===== src/rtl/mdio_pkg.sv =====
package mdio_pkg;
    typedef enum logic [1:0] {
        ST_IDLE = 2'd0,
        ST_LOW  = 2'd1,
        ST_HIGH = 2'd2,
        ST_SRST = 2'd3
    } mdio_state_t;

    localparam logic [1:0] ADDR_SELF = 2'd0;
    localparam logic [1:0] ADDR_CMD  = 2'd1;
    localparam logic [1:0] ADDR_DATA = 2'd2;
    localparam logic [1:0] ADDR_STAT = 2'd3;

    localparam int CMD_RD_BIT   = 15;
    localparam int CMD_WR_BIT   = 14;
    localparam int SELF_DIV_LSB = 9;
    localparam int SELF_SUP_BIT = 8;

    localparam int FRAME_BITS = 64;
    localparam int PRE_BITS   = 32;
    localparam int TA_IDX     = 46;
    localparam int DATA_IDX   = 48;
endpackage


===== src/rtl/mdio_regs.sv =====
module mdio_regs
    import mdio_pkg::*;
#(
    parameter int DIV_W = 7
) (
    input  logic             clk,
    input  logic             rst_n,
    input  logic             reg_wr,
    input  logic [1:0]       reg_addr,
    input  logic [15:0]      reg_wdata,
    output logic [15:0]      reg_rdata,
    input  logic             busy,
    input  logic             srst_active,
    input  logic             cap_en,
    input  logic             cap_bit,
    output logic [DIV_W-1:0] div_m1,
    output logic             supp,
    output logic             start,
    output logic             start_read,
    output logic [4:0]       phy,
    output logic [4:0]       regnum,
    output logic [15:0]      wr_data,
    output logic             srst_req
);
    localparam int DIV_MSB = SELF_DIV_LSB + DIV_W - 1;

    logic [DIV_W-1:0] div_q;
    logic             supp_q;
    logic [15:0]      data_q;
    logic [15:0]      cmd_q;
    logic             accept;

    always_comb begin
        accept     = !busy && !srst_active;
        start      = reg_wr && (reg_addr == ADDR_CMD) && accept &&
                     (reg_wdata[CMD_RD_BIT] ^ reg_wdata[CMD_WR_BIT]);
        start_read = reg_wdata[CMD_RD_BIT];
        phy        = reg_wdata[9:5];
        regnum     = reg_wdata[4:0];
        srst_req   = reg_wr && (reg_addr == ADDR_SELF) && reg_wdata[0];
        div_m1     = div_q;
        supp       = supp_q;
        wr_data    = data_q;
    end

    always_ff @(posedge clk or negedge rst_n) begin
        if (!rst_n) begin
            div_q  <= '0;
            supp_q <= 1'b0;
            data_q <= '0;
            cmd_q  <= '0;
        end else begin
            if (reg_wr && reg_addr == ADDR_SELF) begin
                div_q  <= reg_wdata[DIV_MSB:SELF_DIV_LSB];
                supp_q <= reg_wdata[SELF_SUP_BIT];
            end
            if (reg_wr && reg_addr == ADDR_DATA && accept)
                data_q <= reg_wdata;
            else if (cap_en)
                data_q <= {data_q[14:0], cap_bit};
            if (start)
                cmd_q <= reg_wdata;
        end
    end

    always_comb begin
        reg_rdata = '0;
        unique case (reg_addr)
            ADDR_SELF: begin
                reg_rdata[DIV_MSB:SELF_DIV_LSB] = div_q;
                reg_rdata[SELF_SUP_BIT]         = supp_q;
                reg_rdata[0]                    = srst_active;
            end
            ADDR_CMD:  reg_rdata = cmd_q;
            ADDR_DATA: reg_rdata = data_q;
            ADDR_STAT: reg_rdata[0] = busy;
        endcase
    end
endmodule


===== src/rtl/mdio_engine.sv =====
module mdio_engine
    import mdio_pkg::*;
#(
    parameter int DIV_W       = 7,
    parameter int SRST_CYCLES = 4
) (
    input  logic             clk,
    input  logic             rst_n,
    input  logic [DIV_W-1:0] div_m1,
    input  logic             supp,
    input  logic             start,
    input  logic             start_read,
    input  logic [4:0]       phy,
    input  logic [4:0]       regnum,
    input  logic [15:0]      wr_data,
    input  logic             srst_req,
    input  logic             mdio_in,
    output logic             mdc,
    output logic             mdio_out,
    output logic             mdio_oe,
    output logic             busy,
    output logic             srst_active,
    output logic             cap_en,
    output logic             cap_bit
);
    localparam int SR_W  = $clog2(SRST_CYCLES) + 1;
    localparam int CNT_W = (DIV_W + 1 > SR_W) ? DIV_W + 1 : SR_W;

    mdio_state_t      state;
    logic [CNT_W-1:0] cnt;
    logic [CNT_W-1:0] half;
    logic [5:0]       idx;
    logic [63:0]      frame_q;
    logic             is_rd;
    logic             half_done;

    always_comb begin
        half      = CNT_W'((CNT_W'(div_m1) + CNT_W'(2)) >> 1);
        half_done = (cnt == half - CNT_W'(1));
    end

    always_ff @(posedge clk or negedge rst_n) begin
        if (!rst_n) begin
            state   <= ST_IDLE;
            cnt     <= '0;
            idx     <= '0;
            frame_q <= '0;
            is_rd   <= 1'b0;
        end else if (srst_req) begin
            state <= ST_SRST;
            cnt   <= '0;
        end else begin
            unique case (state)
                ST_IDLE: if (start) begin
                    state   <= ST_LOW;
                    cnt     <= '0;
                    idx     <= supp ? 6'(PRE_BITS) : 6'd0;
                    is_rd   <= start_read;
                    frame_q <= {32'hFFFF_FFFF, 2'b01,
                                start_read ? 2'b10 : 2'b01, phy, regnum,
                                start_read ? 2'b11 : 2'b10,
                                start_read ? 16'hFFFF : wr_data};
                end
                ST_LOW: begin
                    if (half_done) begin
                        cnt   <= '0;
                        state <= ST_HIGH;
                    end else begin
                        cnt <= cnt + CNT_W'(1);
                    end
                end
                ST_HIGH: begin
                    if (half_done) begin
                        cnt <= '0;
                        if (idx == 6'(FRAME_BITS - 1)) begin
                            state <= ST_IDLE;
                        end else begin
                            idx   <= idx + 6'd1;
                            state <= ST_LOW;
                        end
                    end else begin
                        cnt <= cnt + CNT_W'(1);
                    end
                end
                ST_SRST: begin
                    if (cnt == CNT_W'(SRST_CYCLES - 1)) begin
                        cnt   <= '0;
                        state <= ST_IDLE;
                    end else begin
                        cnt <= cnt + CNT_W'(1);
                    end
                end
            endcase
        end
    end

    always_comb begin
        busy        = (state == ST_LOW) || (state == ST_HIGH);
        srst_active = (state == ST_SRST);
        mdc         = (state == ST_HIGH);
        mdio_out    = busy ? frame_q[~idx] : 1'b0;
        mdio_oe     = busy && !(is_rd && idx >= 6'(TA_IDX));
        cap_en      = (state == ST_LOW) && half_done && is_rd &&
                      (idx >= 6'(DATA_IDX));
        cap_bit     = mdio_in;
    end
endmodule


===== src/rtl/mdio_master.sv =====
module mdio_master #(
    parameter int DIV_W       = 7,
    parameter int SRST_CYCLES = 4
) (
    input  logic        clk,
    input  logic        rst_n,
    input  logic        reg_wr,
    input  logic [1:0]  reg_addr,
    input  logic [15:0] reg_wdata,
    output logic [15:0] reg_rdata,
    output logic        mdc,
    output logic        mdio_out,
    output logic        mdio_oe,
    input  logic        mdio_in
);
    logic [DIV_W-1:0] div_m1;
    logic             supp;
    logic             start;
    logic             start_read;
    logic [4:0]       phy;
    logic [4:0]       regnum;
    logic [15:0]      wr_data;
    logic             srst_req;
    logic             busy;
    logic             srst_active;
    logic             cap_en;
    logic             cap_bit;

    mdio_regs #(.DIV_W(DIV_W)) u_regs (
        .clk(clk), .rst_n(rst_n), .reg_wr(reg_wr), .reg_addr(reg_addr),
        .reg_wdata(reg_wdata), .reg_rdata(reg_rdata), .busy(busy),
        .srst_active(srst_active), .cap_en(cap_en), .cap_bit(cap_bit),
        .div_m1(div_m1), .supp(supp), .start(start),
        .start_read(start_read), .phy(phy), .regnum(regnum),
        .wr_data(wr_data), .srst_req(srst_req)
    );

    mdio_engine #(.DIV_W(DIV_W), .SRST_CYCLES(SRST_CYCLES)) u_engine (
        .clk(clk), .rst_n(rst_n), .div_m1(div_m1), .supp(supp),
        .start(start), .start_read(start_read), .phy(phy),
        .regnum(regnum), .wr_data(wr_data), .srst_req(srst_req),
        .mdio_in(mdio_in), .mdc(mdc), .mdio_out(mdio_out),
        .mdio_oe(mdio_oe), .busy(busy), .srst_active(srst_active),
        .cap_en(cap_en), .cap_bit(cap_bit)
    );
endmodule


===== config.mk =====
export PLATFORM = sky130hd
export DESIGN_NAME = mdio_master
export DESIGN_NICKNAME = d
export VERILOG_FILES = /design/src/rtl/mdio_pkg.sv /design/src/rtl/mdio_regs.sv /design/src/rtl/mdio_engine.sv /design/src/rtl/mdio_master.sv
export SDC_FILE = /design/constraint.sdc
export NUM_CORES = 1
export LEC_CHECK = 0
export CORE_MARGIN = 2
export CORE_UTILIZATION = 60
export CTS_BUF_LIST = sky130_fd_sc_hd__clkbuf_8 sky130_fd_sc_hd__clkbuf_16
export CTS_CLUSTER_SIZE = 28
export DETAILED_ROUTE_END_ITERATION = 7
export DONT_BUFFER_PORTS = 1
export GPL_ROUTABILITY_DRIVEN = 0
export PLACE_DENSITY = 0.74
export SLEW_MARGIN = 5
export SYNTH_ARGS = -nofsm -noshare
export SYNTH_HDL_FRONTEND = slang
export SYNTH_SLANG_ARGS = --single-unit

===== constraint.sdc =====
create_clock -name clk -period 3.55 [get_ports clk]
set_clock_uncertainty 0.05 [all_clocks]
set_input_delay 0.71 -clock clk [delete_from_list [all_inputs] [get_ports clk]]
set_output_delay 0.71 -clock clk [all_outputs]
set_load 0.05 [all_outputs]

=== After elaboration in Yosys (flattened, before gate mapping) ===
Index checks and enable logic that the tools add are counted.

* Flip-flop bits (word level): 88
* Input bits: 22
* Output and inout port bits: 19
* Logic and storage cells: 88

* Add/subtract/negate cells: 4
* Order comparisons: 3
* Equal/unequal tests: 16
* Muxes and demuxes: 28
* Bitwise operators: 3
* Reduce and logical (&&, ||, !) cells: 25

{| class="wikitable"
|+ Operators with widths
! cell !! number
|-
| 16-bit 2-to-1 mux || 3
|-
| 8-bit one-hot mux with 3 select lines || 2
|-
| 8-bit 2-to-1 mux || 4
|-
| 6-bit 2-to-1 mux || 4
|-
| 7-bit one-hot mux with 2 select lines || 1
|-
| 1-bit logical AND || 13
|-
| 6-bit greater-or-equal comparator, second input constant || 2
|-
| 2-bit 2-to-1 mux || 6
|-
| 6-bit one-hot mux with 2 select lines || 1
|-
| 7-bit by 2-bit adder with 8-bit output, second input constant || 1
|-
| 8-bit by 1-bit adder with 8-bit output, second input constant || 1
|-
| 2-bit == test, second input constant || 4
|-
| 8-bit by 2-bit == test with 1-bit output, second input constant || 1
|-
| 8-bit == test || 1
|-
| 2-bit one-hot mux with 4 select lines || 1
|-
| 7-bit by 1-bit subtractor with 8-bit output, second input constant || 1
|-
| 6-bit by 7-bit < comparator with 1-bit output, second input constant || 1
|-
| 6-bit by 1-bit adder with 6-bit output, second input constant || 1
|-
| 1-bit binary-select mux with 6-bit select || 1
|-
| 6-bit == test, second input constant || 1
|-
| 3-bit by 2-bit inequality test with 1-bit output, second input constant || 2
|-
| 6-bit inverter || 1
|-
| 5-bit AND reduction || 1
|-
| 2-bit by 1-bit == test with 1-bit output, second input constant || 2
|-
| 15 further kinds || 23
|}

=== Logic depth before layout (Yosys ltp) ===
* Depth in word-level cells: 9
* Mapped depth: 11

=== By module ===
From an unflattened synthesis, not the netlist that was laid out.

* Cells, all modules: 482
* Area total of the unflattened synthesis: 4,971.0 µm²

{| class="wikitable"
|+ By module, submodules not included
! module !! instances !! cells each !! area an instance (µm²) !! sequential area each (µm²)
|-
| mdio_engine || 1 || 295 || 2,830.2 || 1,126.1
|-
| mdio_regs || 1 || 187 || 2,140.8 || 1,001.0
|}

=== Worst setup path before layout ===
No wires, ideal clock.

* Path type: register -> output
* Start: register u_engine.idx[0]
* End: output mdio_out
* Arrival: 2.514 ns
* Slack: 0.276 ns
* Cell stages (with the launch flop): 9
* Buffers on the path: 1
* Path through: dfrtp_1 > buf_4 > mux2_2 > nand2_1 > a21oi_1 > a211oi_1 > a211oi_1 > a21oi_1 > a211oi_1

* Word-level cells in the longest chain between the ends: 4

{| class="wikitable"
|+ RTL lines
! item !! line !! RTL
|-
| start, declared || mdio_engine.sv:32 || <nowiki>logic [5:0] idx;</nowiki>
|-
| start signal, assigned || mdio_engine.sv:57 || <nowiki>idx <= supp ? 6'(PRE_BITS) : 6'd0;</nowiki>
|-
| start signal, assigned || mdio_engine.sv:78 || <nowiki>idx <= idx + 6'd1;</nowiki>
|-
| 6-bit inverter || mdio_engine.sv:101 || <nowiki>mdio_out = busy ? frame_q[~idx] : 1'b0;</nowiki>
|-
| 1-bit binary-select mux with 6-bit select || mdio_engine.sv:101 ||
|-
| 1-bit 2-to-1 mux (not written as such) || mdio_engine.sv:101 ||
|-
| 1-bit 2-to-1 mux || mdio_engine.sv:101 ||
|-
| end, declared || mdio_master.sv:12 || <nowiki>output logic mdio_out,</nowiki>
|}

No other way between the ends. The select of a mux whose other input is x is not followed.

=== Worst setup path in the final report ===
* Start: register u_regs.div_q[1], in the netlist u_regs.div_m1[1]
* End: register u_engine.idx[3]

* Word-level cells in the longest chain between the ends: 5

{| class="wikitable"
|+ RTL lines
! item !! line !! RTL
|-
| start, declared || mdio_regs.sv:27 || <nowiki>logic [DIV_W-1:0] div_q;</nowiki>
|-
| start signal, assigned || mdio_regs.sv:54 || <nowiki>div_q <= reg_wdata[DIV_MSB:SELF_DIV_LSB];</nowiki>
|-
| 7-bit by 2-bit adder with 8-bit output || mdio_engine.sv:38 || <nowiki>half = CNT_W'((CNT_W'(div_m1) + CNT_W'(2)) >> 1);</nowiki>
|-
| 7-bit by 1-bit subtractor with 8-bit output || mdio_engine.sv:39 || <nowiki>half_done = (cnt == half - CNT_W'(1));</nowiki>
|-
| 8-bit == test || mdio_engine.sv:39 ||
|-
| 2-bit by 1-bit inequality test with 1-bit output (no line) || -- ||
|-
| 5-bit AND reduction (no line) || -- ||
|}

No other way between the ends.
A chain may end at the register's enable or synchronous reset.

==> impl_summary.log <==
INFO  metric start_util = 62.5%
INFO  metric die_h = 93.9 um
INFO  metric setup_viol = 0
INFO  metric synth_seq_cells = 85
INFO  metric fillCellCount = 598
INFO  metric grt_setup_unrepaired = no
INFO  metric synthFlopType = sky130_fd_sc_hd__dfrtp_1
INFO  metric status = finished clean
INFO  metric cts.path.max_buffers = 2
INFO  metric grt_max_degree = 86
INFO  metric die-area = 0.00882 mm2
INFO  metric antenna_diode_count = 0
INFO  metric port_buffers = 0
INFO  metric worst_setup_hold_path_clk_slew = 0.10 ns
INFO  metric path_depth = 8
INFO  metric postSynthNetCount = 515
INFO  metric post-route-min-period = 3.25 ns
INFO  metric grt_overflow = 0
INFO  metric cts_tree = built
INFO  metric yosys_warnings = 0
INFO  metric r2r_slack = 0.30 ns
INFO  metric ant_nets = 0
INFO  metric crit_fanout = 10
INFO  metric crit_required = 3.74 ns
INFO  metric cts_buffers = 9
INFO  metric yosysUniqueCellTypes = 62
INFO  metric number_of_hold_slack_violations_in_the_final_timing_report = 0
INFO  metric clkLatencyLatePin = 0.36 ns
INFO  metric groute.usage.overall = 27.1%
INFO  metric power_density = 727 mW/mm2
INFO  metric slowest_delay = 0.61 ns
INFO  metric multiInputGateArea = 0.00252 mm2
INFO  metric post_route_cells_drive_above_1_share = 18.5%
INFO  metric upper_clock_frequency_limit = 308 MHz
INFO  metric wirelength_met1 = 5.02 mm
INFO  metric syn-instance-count = 479
INFO  metric wl_met3 = 734 um
INFO  metric layout-area-overhead-vs-synth = 8.07%
INFO  metric cpLargestDelayFamily = simple AND/OR/NAND/NOR gates
INFO  metric final-max-slew-violation-count = 0
INFO  metric nNetsFinal = 517
INFO  metric totalPowerFinal = 0.00381 W
INFO  metric route.met2.wl = 5.27 mm
INFO  metric hpwlAfterDp = 7.84 mm
INFO  metric timing.hold.worst.class = in2async
INFO  metric routed_wl = 11.3 mm
INFO  metric grt_pass1_vias = 3666
INFO  metric dr.first_iter.drc_count = 264
INFO  metric synth-async-reset-ratio = 100%
INFO  metric reg2reg_to = u_engine.idx[3]
INFO  metric top_signal_layer_used = met4
INFO  metric synth_sequential_area_ratio = 43.8%
INFO  metric critical_path_class = reg2reg
INFO  metric relSlewSlack = 29.2%
INFO  metric worstSetupStartpointType = register
INFO  metric power.leakage = 2.37 nW
INFO  metric number_of_maximum_capacitance_constraint_violations = 0
INFO  metric reg2reg_from = u_regs.div_m1[1]
INFO  metric synth_edf_count = 0
INFO  metric grt_first_pass_wirelength = 18.5 mm
INFO  metric setup_tns = 0 ns
INFO  metric netlist.top_cell.by_area = sky130_fd_sc_hd__dfrtp_1
INFO  metric antenna_violations_before_repair = 0
INFO  metric rr_worst_depth = 8
INFO  metric route.detailed.drc = 0
INFO  metric synth_top_cells_by_count = sky130_fd_sc_hd__dfrtp_1 (85), sky130_fd_sc_hd__nand2_1 (74), sky130_fd_sc_hd__o21ai_0 (28)
INFO  metric route.vias.total = 3764
INFO  metric detailedRoute.firstPassIterationCount = 5
INFO  metric syn_area = 0.00485 mm2
INFO  metric synthMostInstantiatedCell = sky130_fd_sc_hd__dfrtp_1
INFO  metric critPathCaptureType = register
INFO  metric clock_sink_count = 85
INFO  metric finalInstanceArea = 0.00525 mm2
INFO  metric synth_largest_type_area_fraction = 43.8%
INFO  metric core_area = 0.00777 mm2
INFO  metric crit_path_slowest_cell = sky130_fd_sc_hd__or4_4
INFO  metric cts.htree.levels = 3
INFO  metric routed_wirelength_normalized_by_instance_count = 19.2 um
INFO  metric viasPerCell = 6.40
INFO  metric worst-path-buf-inv = 0
INFO  metric ios = 41
INFO  metric final_min_period_over_clock_period = 91.6%
INFO  metric rows = 32
INFO  metric synth_area_leaders = sky130_fd_sc_hd__dfrtp_1 (44%), sky130_fd_sc_hd__nand2_1 (5.7%), sky130_fd_sc_hd__mux2_2 (5.3%), sky130_fd_sc_hd__mux2i_1 (3.7%), sky130_fd_sc_hd__mux4_2 (3.7%)
INFO  metric max-vdd-ir-drop = 0.457 mV
INFO  metric die_width = 93.9 um
INFO  metric clock_tree.root_cell = sky130_fd_sc_hd__clkbuf_8
INFO  metric syn_avg_cell_area = 10.1 um2
INFO  metric layout.area.seq = 0.00213 mm2
INFO  metric cp_cell_sequence = ha_1 -> xnor2_1 -> nand3b_1 -> or4_4 -> a211oi_4 -> o21ai_2 -> o311a_1 -> or3_1
INFO  metric worst_slew_pin_slew = 1.06 ns
INFO  metric placement.cell_area = 0.00499 mm2
INFO  metric cp.arrival = 3.44 ns
-- layout by cell type, fill, tap and decap left out, drive strengths merged, types with 11 or more instances in the layout --
| cell | instances |
|---|---|
| dfrtp | 85 |
| nand2 | 74 |
| o21ai | 32 |
| nor2 | 26 |
| buf | 26 |
| mux2 | 23 |
| mux2i | 18 |
| o22a | 16 |
| inv | 15 |
| ha | 14 |
| nand3 | 11 |
| o211ai | 11 |
-- flip-flops by register name (all words and copies together) (netlist names) --
register	flops
u_regs.cmd_q	16
u_engine.frame_q	29
u_regs.div_m1	7
u_regs.wr_data	16
u_engine.cnt	8
u_engine.state	2
u_regs.supp	1
u_engine.idx	6
-- metrics by stage --
stage	setup slack, ns	hold WS, ns	instances	utilization [%]
after floorplan	0.276	0.364	479	-
after global placement	0.388	0.367	570	64.3
after detailed placement	0.235	0.366	570	64.3
after CTS	0.229	0.206	587	67.4
after global routing	0.145	0.219	588	67.5
final	0.298	0.178	588	67.5
-- power by group --
group | switching [W] | internal [W]
sequential | 0.000347 | 0.00131
combinational | 0.000814 | 0.000598
clock | 0.000390 | 0.000357
-- kinds of logic (layout without fill, tap and decap cells) --
group | count (synthesis) | count (layout) | share of synthesized area, %
flops | 85 | 85 | 43.8
fa+ha+maj | 14 | 14 | 3.61
buf+inv | 47 | 54 | 4.56
simple gates | 162 | 162 | 15.8
xor+xnor | 10 | 10 | 1.80
mux | 49 | 49 | 12.8
compound gates | 112 | 112 | 17.7
-- worst max-delay path by stage --
stage / from / to / slack [ns]
finish: u_regs.div_m1[1] / u_engine.idx[3] / 0.30
global route: u_regs.div_m1[1] / u_engine.cnt[4] / 0.14
CTS: u_regs.div_m1[1] / u_engine.idx[2] / 0.23
detailed placement: u_regs.div_m1[1] / u_engine.idx[2] / 0.23
global placement: u_regs.div_m1[1] / u_engine.idx[3] / 0.39
floorplan: u_engine.idx[0] / mdio_out / 0.28
-- area by class of cell --
class / count / share of cell area [%]
repair buffers: 26 / 4.10
clock buffers: 10 / 2.62
flip-flops and latches: 85 / 40.6
clock inverters: 6 / 1.46
well taps: 102 / 2.43
multi-input cells: 347 / 48.0
inverters: 12 / 0.859
-- per-layer routing --
metal  up-vias  global-route usage, %
met5         -                      0
met4         0                   10.4
met3        25                   6.18
met2       113                   41.5
met1      1877                   37.8
li1       1749                      -
-- timing repair --
| item | CTS | global route |
|---|---|---|
| hold endpoints to repair | 85 | 0 |
| hold buffers | 1 | 0 |
| setup buffers | 0 | 1 |
| setup endpoints to repair | 0 | 2 |
| resized for setup | 0 | 1 |
Note: power is estimated with default switching activity, not from simulation.
